===== config.mk =====
export PLATFORM = sky130hd
export DESIGN_NAME = fdsm_therm_top
export DESIGN_NICKNAME = d
export VERILOG_FILES = /design/src/rtl/fdsm_pkg.sv /design/src/rtl/fdsm_edge_sync.sv /design/src/rtl/fdsm_rot_acc.sv /design/src/rtl/fdsm_diff_unit.sv /design/src/rtl/fdsm_therm_top.sv
export SDC_FILE = /design/constraint.sdc
export NUM_CORES = 1
export LEC_CHECK = 0
export BUFFER_PORTS_ARGS = -buffer_cell sky130_fd_sc_hd__buf_2
export CORE_MARGIN = 10
export CORE_UTILIZATION = 45
export CTS_CLUSTER_SIZE = 12
export DETAILED_ROUTE_END_ITERATION = 7
export PLACE_DENSITY = 0.61
export SLEW_MARGIN = 0
export SYNTH_ARGS = -nofsm -noshare
export SYNTH_HDL_FRONTEND = slang
export SYNTH_SLANG_ARGS = --single-unit
export TNS_END_PERCENT = 50

===== constraint.sdc =====
create_clock -name clk -period 8.1 [get_ports clk]
set_clock_uncertainty 0.2 [all_clocks]
set_input_delay 1.62 -clock clk [delete_from_list [all_inputs] [get_ports clk]]
set_output_delay 1.62 -clock clk [all_outputs]
set_load 0.005 [all_outputs]

===== src/rtl/fdsm_pkg.sv =====
package fdsm_pkg;

    typedef enum logic [1:0] {
        WARM_A = 2'd0,
        WARM_B = 2'd1,
        LIVE   = 2'd2
    } warm_e;

endpackage


===== src/rtl/fdsm_edge_sync.sv =====
module fdsm_edge_sync (
    input  logic clk,
    input  logic rst,
    input  logic lvl,
    output logic pulse
);

    logic meta_q;
    logic sync_q;
    logic last_q;

    always_ff @(posedge clk) begin
        if (rst) begin
            meta_q <= 1'b0;
            sync_q <= 1'b0;
            last_q <= 1'b0;
        end else begin
            meta_q <= lvl;
            sync_q <= meta_q;
            last_q <= sync_q;
        end
    end

    assign pulse = sync_q & ~last_q;

endmodule


===== src/rtl/fdsm_rot_acc.sv =====
module fdsm_rot_acc #(
    parameter int unsigned STAGES = 5
) (
    input  logic              clk,
    input  logic              rst,
    input  logic              step,
    output logic [STAGES-1:0] state
);

    localparam int unsigned PW = (STAGES > 1) ? $clog2(STAGES) : 1;
    localparam logic [PW-1:0] LAST = PW'(STAGES - 1);

    logic [PW-1:0]     ptr_q;
    logic [STAGES-1:0] state_q;
    logic [STAGES-1:0] flip;

    always_comb begin
        flip = '0;
        for (int i = 0; i < STAGES; i++) begin
            flip[i] = step && (ptr_q == PW'(i));
        end
    end

    always_ff @(posedge clk) begin
        if (rst) begin
            ptr_q   <= '0;
            state_q <= '0;
        end else if (step) begin
            state_q <= state_q ^ flip;
            ptr_q   <= (ptr_q == LAST) ? '0 : ptr_q + 1'b1;
        end
    end

    assign state = state_q;

endmodule


===== src/rtl/fdsm_diff_unit.sv =====
module fdsm_diff_unit #(
    parameter int unsigned W = 10
) (
    input  logic         clk,
    input  logic         rst,
    input  logic         tick,
    input  logic [W-1:0] din,
    output logic [W-1:0] dout
);

    logic [W-1:0] cur_q;
    logic [W-1:0] prev_q;

    always_ff @(posedge clk) begin
        if (rst) begin
            cur_q  <= '0;
            prev_q <= '0;
        end else if (tick) begin
            cur_q  <= din;
            prev_q <= cur_q;
        end
    end

    assign dout = cur_q ^ prev_q;

endmodule


===== src/rtl/fdsm_therm_top.sv =====
module fdsm_therm_top #(
    parameter int unsigned GROUPS = 3,
    parameter int unsigned STAGES = 5,
    parameter bit          BIN_EN = 1'b1,
    localparam int unsigned GW     = 2 * STAGES,
    localparam int unsigned OUT_W  = GROUPS * GW,
    localparam int unsigned DIFF_W = $clog2(GROUPS * STAGES + 1) + 1
) (
    input  logic                     clk,
    input  logic                     rst,
    input  logic                     sample_en,
    input  logic [GROUPS-1:0]        pos_lvl,
    input  logic [GROUPS-1:0]        neg_lvl,
    output logic [OUT_W-1:0]         therm_out,
    output logic signed [DIFF_W-1:0] diff_out,
    output logic                     out_valid
);

    import fdsm_pkg::*;

    logic [GROUPS-1:0] pos_pulse;
    logic [GROUPS-1:0] neg_pulse;
    logic [OUT_W-1:0]  acc_flat;

    for (genvar g = 0; g < GROUPS; g++) begin : g_grp
        logic [STAGES-1:0] pos_state;
        logic [STAGES-1:0] neg_state;

        fdsm_edge_sync u_sync_p (
            .clk   (clk),
            .rst   (rst),
            .lvl   (pos_lvl[g]),
            .pulse (pos_pulse[g])
        );

        fdsm_edge_sync u_sync_n (
            .clk   (clk),
            .rst   (rst),
            .lvl   (neg_lvl[g]),
            .pulse (neg_pulse[g])
        );

        fdsm_rot_acc #(.STAGES(STAGES)) u_acc_p (
            .clk   (clk),
            .rst   (rst),
            .step  (pos_pulse[g]),
            .state (pos_state)
        );

        fdsm_rot_acc #(.STAGES(STAGES)) u_acc_n (
            .clk   (clk),
            .rst   (rst),
            .step  (neg_pulse[g]),
            .state (neg_state)
        );

        assign acc_flat[g*GW +: GW] = {neg_state, pos_state};

        fdsm_diff_unit #(.W(GW)) u_diff (
            .clk  (clk),
            .rst  (rst),
            .tick (sample_en),
            .din  ({neg_state, pos_state}),
            .dout (therm_out[g*GW +: GW])
        );
    end

    // warm-up sequencer
    warm_e warm_q;
    warm_e warm_nx;

    always_comb begin
        warm_nx = warm_q;
        unique case (warm_q)
            WARM_A:  if (sample_en) warm_nx = WARM_B;
            WARM_B:  if (sample_en) warm_nx = LIVE;
            LIVE:    warm_nx = LIVE;
            default: warm_nx = WARM_A;
        endcase
    end

    always_ff @(posedge clk) begin
        if (rst) warm_q <= WARM_A;
        else     warm_q <= warm_nx;
    end

    always_comb begin
        out_valid = (warm_q == LIVE);
    end

    if (BIN_EN) begin : g_bin
        always_comb begin
            int psum;
            int nsum;
            psum = 0;
            nsum = 0;
            for (int g = 0; g < GROUPS; g++) begin
                for (int i = 0; i < STAGES; i++) begin
                    psum += int'(therm_out[g*GW + i]);
                    nsum += int'(therm_out[g*GW + STAGES + i]);
                end
            end
            diff_out = DIFF_W'(psum - nsum);
        end
    end else begin : g_nobin
        assign diff_out = '0;
    end

endmodule


### Yosys cells after proc, flatten, opt, wreduce, memory -nomap -nowiden

Cells that the tools add are included.

| cells by class | value |
|---|---|
| muxes and demuxes | 9 |
| bitwise gates (word level) | 21 |
| add/subtract/negate cells | 35 |
| eq/ne operators | 28 |
| reductions and logical operators | 38 |

Operator list:

| cell | count |
|---|---|
| $add 5x1->5 | 20 |
| $eq 3x2->1 const B | 12 |
| $logic_and 1x1->1 | 30 |
| $xor 10x10->10 | 3 |
| $xor 5x5->5 | 6 |
| $add 3x1->3 const B | 6 |
| $eq 3x1->1 const B | 6 |
| $eq 3x3->1 const B | 6 |
| $logic_not 3->1 | 6 |
| $mux 3 | 6 |
| $add 4x1->5 | 2 |
| $add 3x1->4 | 2 |
| $add 2x1->3 | 2 |
| $and 1x1->1 | 6 |
| $not 1->1 | 6 |
| $pmux 2 s3 | 1 |
| $sub 5x5->5 | 1 |
| $add 1x1->2 | 2 |
| $mux 2 | 2 |
| $ne 2x2->1 const B | 2 |
| $eq 2x1->1 const B | 1 |
| $eq 2x2->1 const B | 1 |
| $logic_not 2->1 | 1 |
| $reduce_and 2->1 | 1 |

| storage, ports and cells | value |
|---|---|
| output and inout port bits | 36 |
| flip-flop bits (word level) | 128 |

### Logic depth before layout (Yosys ltp)

| logic depth | value |
|---|---|
| depth after elaboration | 16 |
| gate-level depth with buffers | 18 |
| gate-level depth less buffers | 18 |

### Modules after synthesis

Synthesis repeated with hierarchy kept, for this count alone.

| unflattened totals | value |
|---|---|
| cells, all modules | 623 |
| area, all modules | 6197.2 um^2 |

Modules (own cells, without submodules):

| module | seq. area each (um^2) | times used | area an instance (um^2) | cells an instance |
|---|---|---|---|---|
| fdsm_rot_acc | 160.2 | 6 | 399.1 | 44 |
| fdsm_diff_unit | 400.4 | 3 | 793.3 | 74 |
| fdsm_therm_top | 40.0 | 1 | 897.1 | 95 |
| fdsm_edge_sync | 60.1 | 6 | 87.6 | 7 |

### Worst setup path before layout

No wires, ideal clock.

| timing path | value |
|---|---|
| kind | register -> output |
| start point | register g_grp[0].u_diff.cur_q[1] |
| end point | output port diff_out[4] |
| buffers on the path | 0 |
| data arrival time | 4785 ps |
| stages on the path, launching flop included | 16 |
| setup slack | 1495 ps |
| data required time | 6280 ps |
| path through | dfxtp_1 -> xor2_1 -> inv_1 -> fa_1 -> fa_1 -> inv_1 -> fa_1 -> inv_1 -> fa_1 -> fa_1 -> fa_1 -> fa_1 -> fa_1 -> nand2b_1 -> a21oi_1 -> xnor2_1 |

| on the way | value |
|---|---|
| longest elaborated chain between the ends | 16 |

RTL lines:

| what | RTL line | source |
|---|---|---|
| start, declared | fdsm_diff_unit.sv:11 | `logic [W-1:0] cur_q;` |
| start signal, assigned | fdsm_diff_unit.sv:19 | `cur_q <= din;` |
| $xor 10x10->10 | fdsm_diff_unit.sv:24 | `assign dout = cur_q ^ prev_q;` |
| named net therm_out[1] | fdsm_therm_top.sv:14 | `output logic [OUT_W-1:0] therm_out,` |
| $add 1x1->2 | fdsm_therm_top.sv:99 | `psum += int'(therm_out[g*GW + i]);` |
| $add 2x1->3 | fdsm_therm_top.sv:99 |  |
| $add 3x1->4 | fdsm_therm_top.sv:99 |  |
| $add 4x1->5 | fdsm_therm_top.sv:99 |  |
| $add 5x1->5 (10 in a row) | fdsm_therm_top.sv:99 |  |
| $sub 5x5->5 | fdsm_therm_top.sv:103 | `diff_out = DIFF_W'(psum - nsum);` |
| end, declared | fdsm_therm_top.sv:15 | `output logic signed [DIFF_W-1:0] diff_out,` |

The timed path passes the listed nets, and every way through them passes these cells.

### Final worst setup path

| timing path | value |
|---|---|
| start point | register g_grp[1].u_diff.cur_q[0] |
| end point | output port diff_out[4] |

| on the way | value |
|---|---|
| longest elaborated chain between the ends | 12 |

RTL lines:

| what | RTL line |
|---|---|
| start, declared | fdsm_diff_unit.sv:11 |
| start signal, assigned | fdsm_diff_unit.sv:19 |
| $xor 10x10->10 | fdsm_diff_unit.sv:24 |
| $add 5x1->5 (10 in a row) | fdsm_therm_top.sv:99 |
| $sub 5x5->5 | fdsm_therm_top.sv:103 |

No other way between the ends.

==> impl_metrics.toml <==
[outcome]
status = "completed"

[synth]
syn_inst = 625
syn_area_per_cell_um2 = 9.97
post_synth_num_cell_types = 25
ys_ff_latch = 128
synth_ff_type = "dfxtp_1"
muxShareOfSynthArea_pct = 9.96
synthAdderAreaFrac_pct = 15.5
syn_nets = 698
syn_area_mm2 = 0.00623
async_reset_ff_share_pct = 0
synth-xor-area-share_pct = 8.01
synth_edf_count = 0
synth_top_family_by_area = "simple AND/OR/NAND/NOR gates"
yosysWarningCount = 0
yosysSeqAreaShare_pct = 41.1
synth_compound_area_share_pct = 2.77
yosys.area_share.simple_pct = 16.7

[drt]
avgRoutedWirePerCell_um = 13.2
drc = 0
drt-initial-drc-count = 180
wirelength_um = 11300
dr.pass1.iters = 4
dr_total_vias = 4014
via_per_inst = 4.69
postRouteAntennaNets = 0

[sta]
finalHoldViolCount = 0
fin_setup_tns_ns = 0
period_needed_ns = 7.35
rsz0062_at_grt = "no"
relSlewSlack_pct = 32.9
fmax_mhz = 136
worstMarginPinSlew_ns = 1.01
period_share_pct = 90.7
final_max_slew_viol_count = 0
finalSetupViolations = 0

[setup_path]
crit_start = "g_grp[1].u_diff.cur_q[0]$_SDFFE_PP0P_"
r2r_slack_ns = 6.47
cp.required_ns = 6.28
cp-endpoint = "diff_out[4]"
path_delay_family = "adder cells"
worstSetupPathType = "flip-flop to output port"
worstPathArrival_ns = 5.53
cp.depth = 15
end_kind = "output port"
critical-path-max-stage-delay_ns = 0.53
path_buf_inv = 3
cp_max_fo = 3
path_common_cell = "fa_1"
rr_worst_depth = 5
start_kind = "flip-flop"
r2r-end = "g_grp[2].u_acc_n.ptr_q[2]$_SDFFE_PP0P_"
crit_slowest_cell = "fa_1"
crit_chain = "xnor2_1 > fa_1 > fa_1 > inv_1 > fa_1 > inv_1 > fa_1 > fa_1 > fa_1 > fa_1 > fa_1 > nand2b_1 > a21oi_1 > xnor2_1 > buf_2"
r2r-start = "g_grp[2].u_acc_n.ptr_q[0]$_SDFFE_PP0P_"

[cts]
cts_tree = "done"
ctsHoldBuffers = 0
cts_sinks = 128
numCtsBuffers = 17
path_clk_slew_ns = 0.05
clkLatencyLatePin_ns = 0.41
cts_buffer_depth = 2
post_cts_buffers = 0
cts-root-buf = "clkbuf_16"
h-tree-depth = 4
postCtsResizedCells = 0

[power_and_ir_drop]
p_leak_nw = 3.29
intPower_mw = 1.18
irDropWorstVdd_mv = 0.135
seqPwrFrac_pct = 43.1
clockPowerShare_pct = 47.4
p_comb_share_pct = 9.5
sw_frac_of_total_pct = 22.6
power.density_mw_per_mm2 = 214
switchingPower_uw = 345

[placement]
place.port_buffers = 44
gp_congestion = 0.812
dp_hpwl_um = 8090

[grt]
grt_use_total_pct = 12.8
grt_first_pass_wirelength_um = 19100
grt_pass1_vias = 3987
grt_overflow = 0
grt_start_max_net_pins = 67
grt_antenna_before_repair = 0

[die]
placementRows = 42
die-area_mm2 = 0.0190
die_y_um = 138
design.core.area_mm2 = 0.0134
num_io_pins = 45
start_util_pct = 46.5
die_w_um = 138

[cells_and_area]
layout-drive-gt1-share_pct = 13.7
areaGrowthSynthToFinish_pct = 14.6
fin_nets = 741
seq_area_mm2 = 0.00256
final_core_util_pct = 53.3
final_common_cell = "dfxtp_1"
num-fill-cells = 1199
antenna_cells = 0
multi_input_area_mm2 = 0.00330
layout_common_cells = "dfxtp_1 (128), nor2_1 (88), inv_1 (70), mux2i_1 (62)"

[hold_path]
hold_start = "g_grp[2].u_sync_n.meta_q$_SDFF_PP0_"
hold_class = "flip-flop to flip-flop"
whs_path_depth = 1

[flow_run]
drv_cap = 0
==> synthesized netlist by cell type, types with 4 or more instances <==
master    count  share of area (%)
xnor2_1      32                4.5
fa_1         22                7.1
mux2i_1      62                 10
ha_1         42                8.4
nor2_1       88                5.3
buf_2         5               0.40
buf_4         6               0.72
nand2_1      28                1.7
a21oi_1      26                2.1
dfxtp_1     128                 41
nand2b_1      4               0.40
or3_1         6               0.60
clkbuf_1      7               0.42
nor2b_1      21                2.1
and4bb_2     18                3.6
nand3b_1     12                1.4
o21ai_0       7               0.56
xor2_1       25                3.5
inv_1        70                4.2
==> registers in the layout (all words and copies together), names as in the netlist, 9 cells and up <==
| register | flops |
|---|---|
| g_grp.u_acc_n.ptr_q | 9 |
| g_grp.u_acc_n.state | 15 |
| g_grp.u_acc_p.ptr_q | 9 |
| g_grp.u_acc_p.state | 15 |
| g_grp.u_diff.cur_q | 30 |
| g_grp.u_diff.prev_q | 30 |
==> how the worst min path moves through the flow <==
| stage | end | slack (ns) |
|---|---|---|
| after floorplan | g_grp[0].u_sync_n.sync_q$_SDFF_PP0_ | 0.21 |
| after global placement | g_grp[2].u_sync_n.sync_q$_SDFF_PP0_ | 0.22 |
| after detailed placement | g_grp[2].u_sync_n.sync_q$_SDFF_PP0_ | 0.23 |
| after CTS | g_grp[2].u_sync_n.sync_q$_SDFF_PP0_ | 0.24 |
| after global routing | g_grp[2].u_sync_n.sync_q$_SDFF_PP0_ | 0.26 |
| final | g_grp[2].u_sync_n.sync_q$_SDFF_PP0_ | 0.23 |
==> power groups by stage <==
stage	clock [mW]	combinational [mW]	sequential [mW]
6_report	0.723	0.145	0.658
5_1_grt	0.773	0.169	0.659
4_1_cts	0.744	0.148	0.657
3_5_place_dp	0	0.147	0.671
3_3_place_gp	0	0.138	0.669
2_1_floorplan	0	0.109	0.667
==> cell families after synthesis <==
family          count (synthesis)
simple gates                  189
flops                         128
buf+inv                        91
fa+ha+maj                      64
mux                            62
xor+xnor                       57
compound gates                 34
==> layout make-up <==
cell class / count / share of cell area [%]
Inverter: 70 / 3.68
Multi-Input combinational cell: 406 / 46.2
Clock inverter: 7 / 1.19
Sequential cell: 128 / 35.9
Timing Repair Buffer: 45 / 3.26
Clock buffer: 23 / 6.70
Tap cell: 176 / 3.09
==> metal layers <==
| layer | vias up | track usage (%) | share of wire (%) |
|---|---|---|---|
| met5 | - | 0 | 0 |
| met4 | 0 | 6.09 | 1.5 |
| met3 | 15 | 4.15 | 5.0 |
| met2 | 63 | 19.4 | 44 |
| met1 | 1848 | 16.0 | 49 |
| li1 | 2088 | - | - |
==> metrics by stage <==
stage	power, mW	cell area [um^2]	setup WS, ns	hold slack (ns)	std cells
after floorplan	0.775	6230	1.49	0.214	625
after global placement	0.808	6580	1.32	0.218	825
after detailed placement	0.817	6580	1.16	0.225	825
after CTS	1.55	7140	0.677	0.237	855
after global routing	1.60	7140	0.476	0.255	855
final	1.53	7140	0.750	0.233	855
Note: power is estimated with default switching activity, not from simulation.
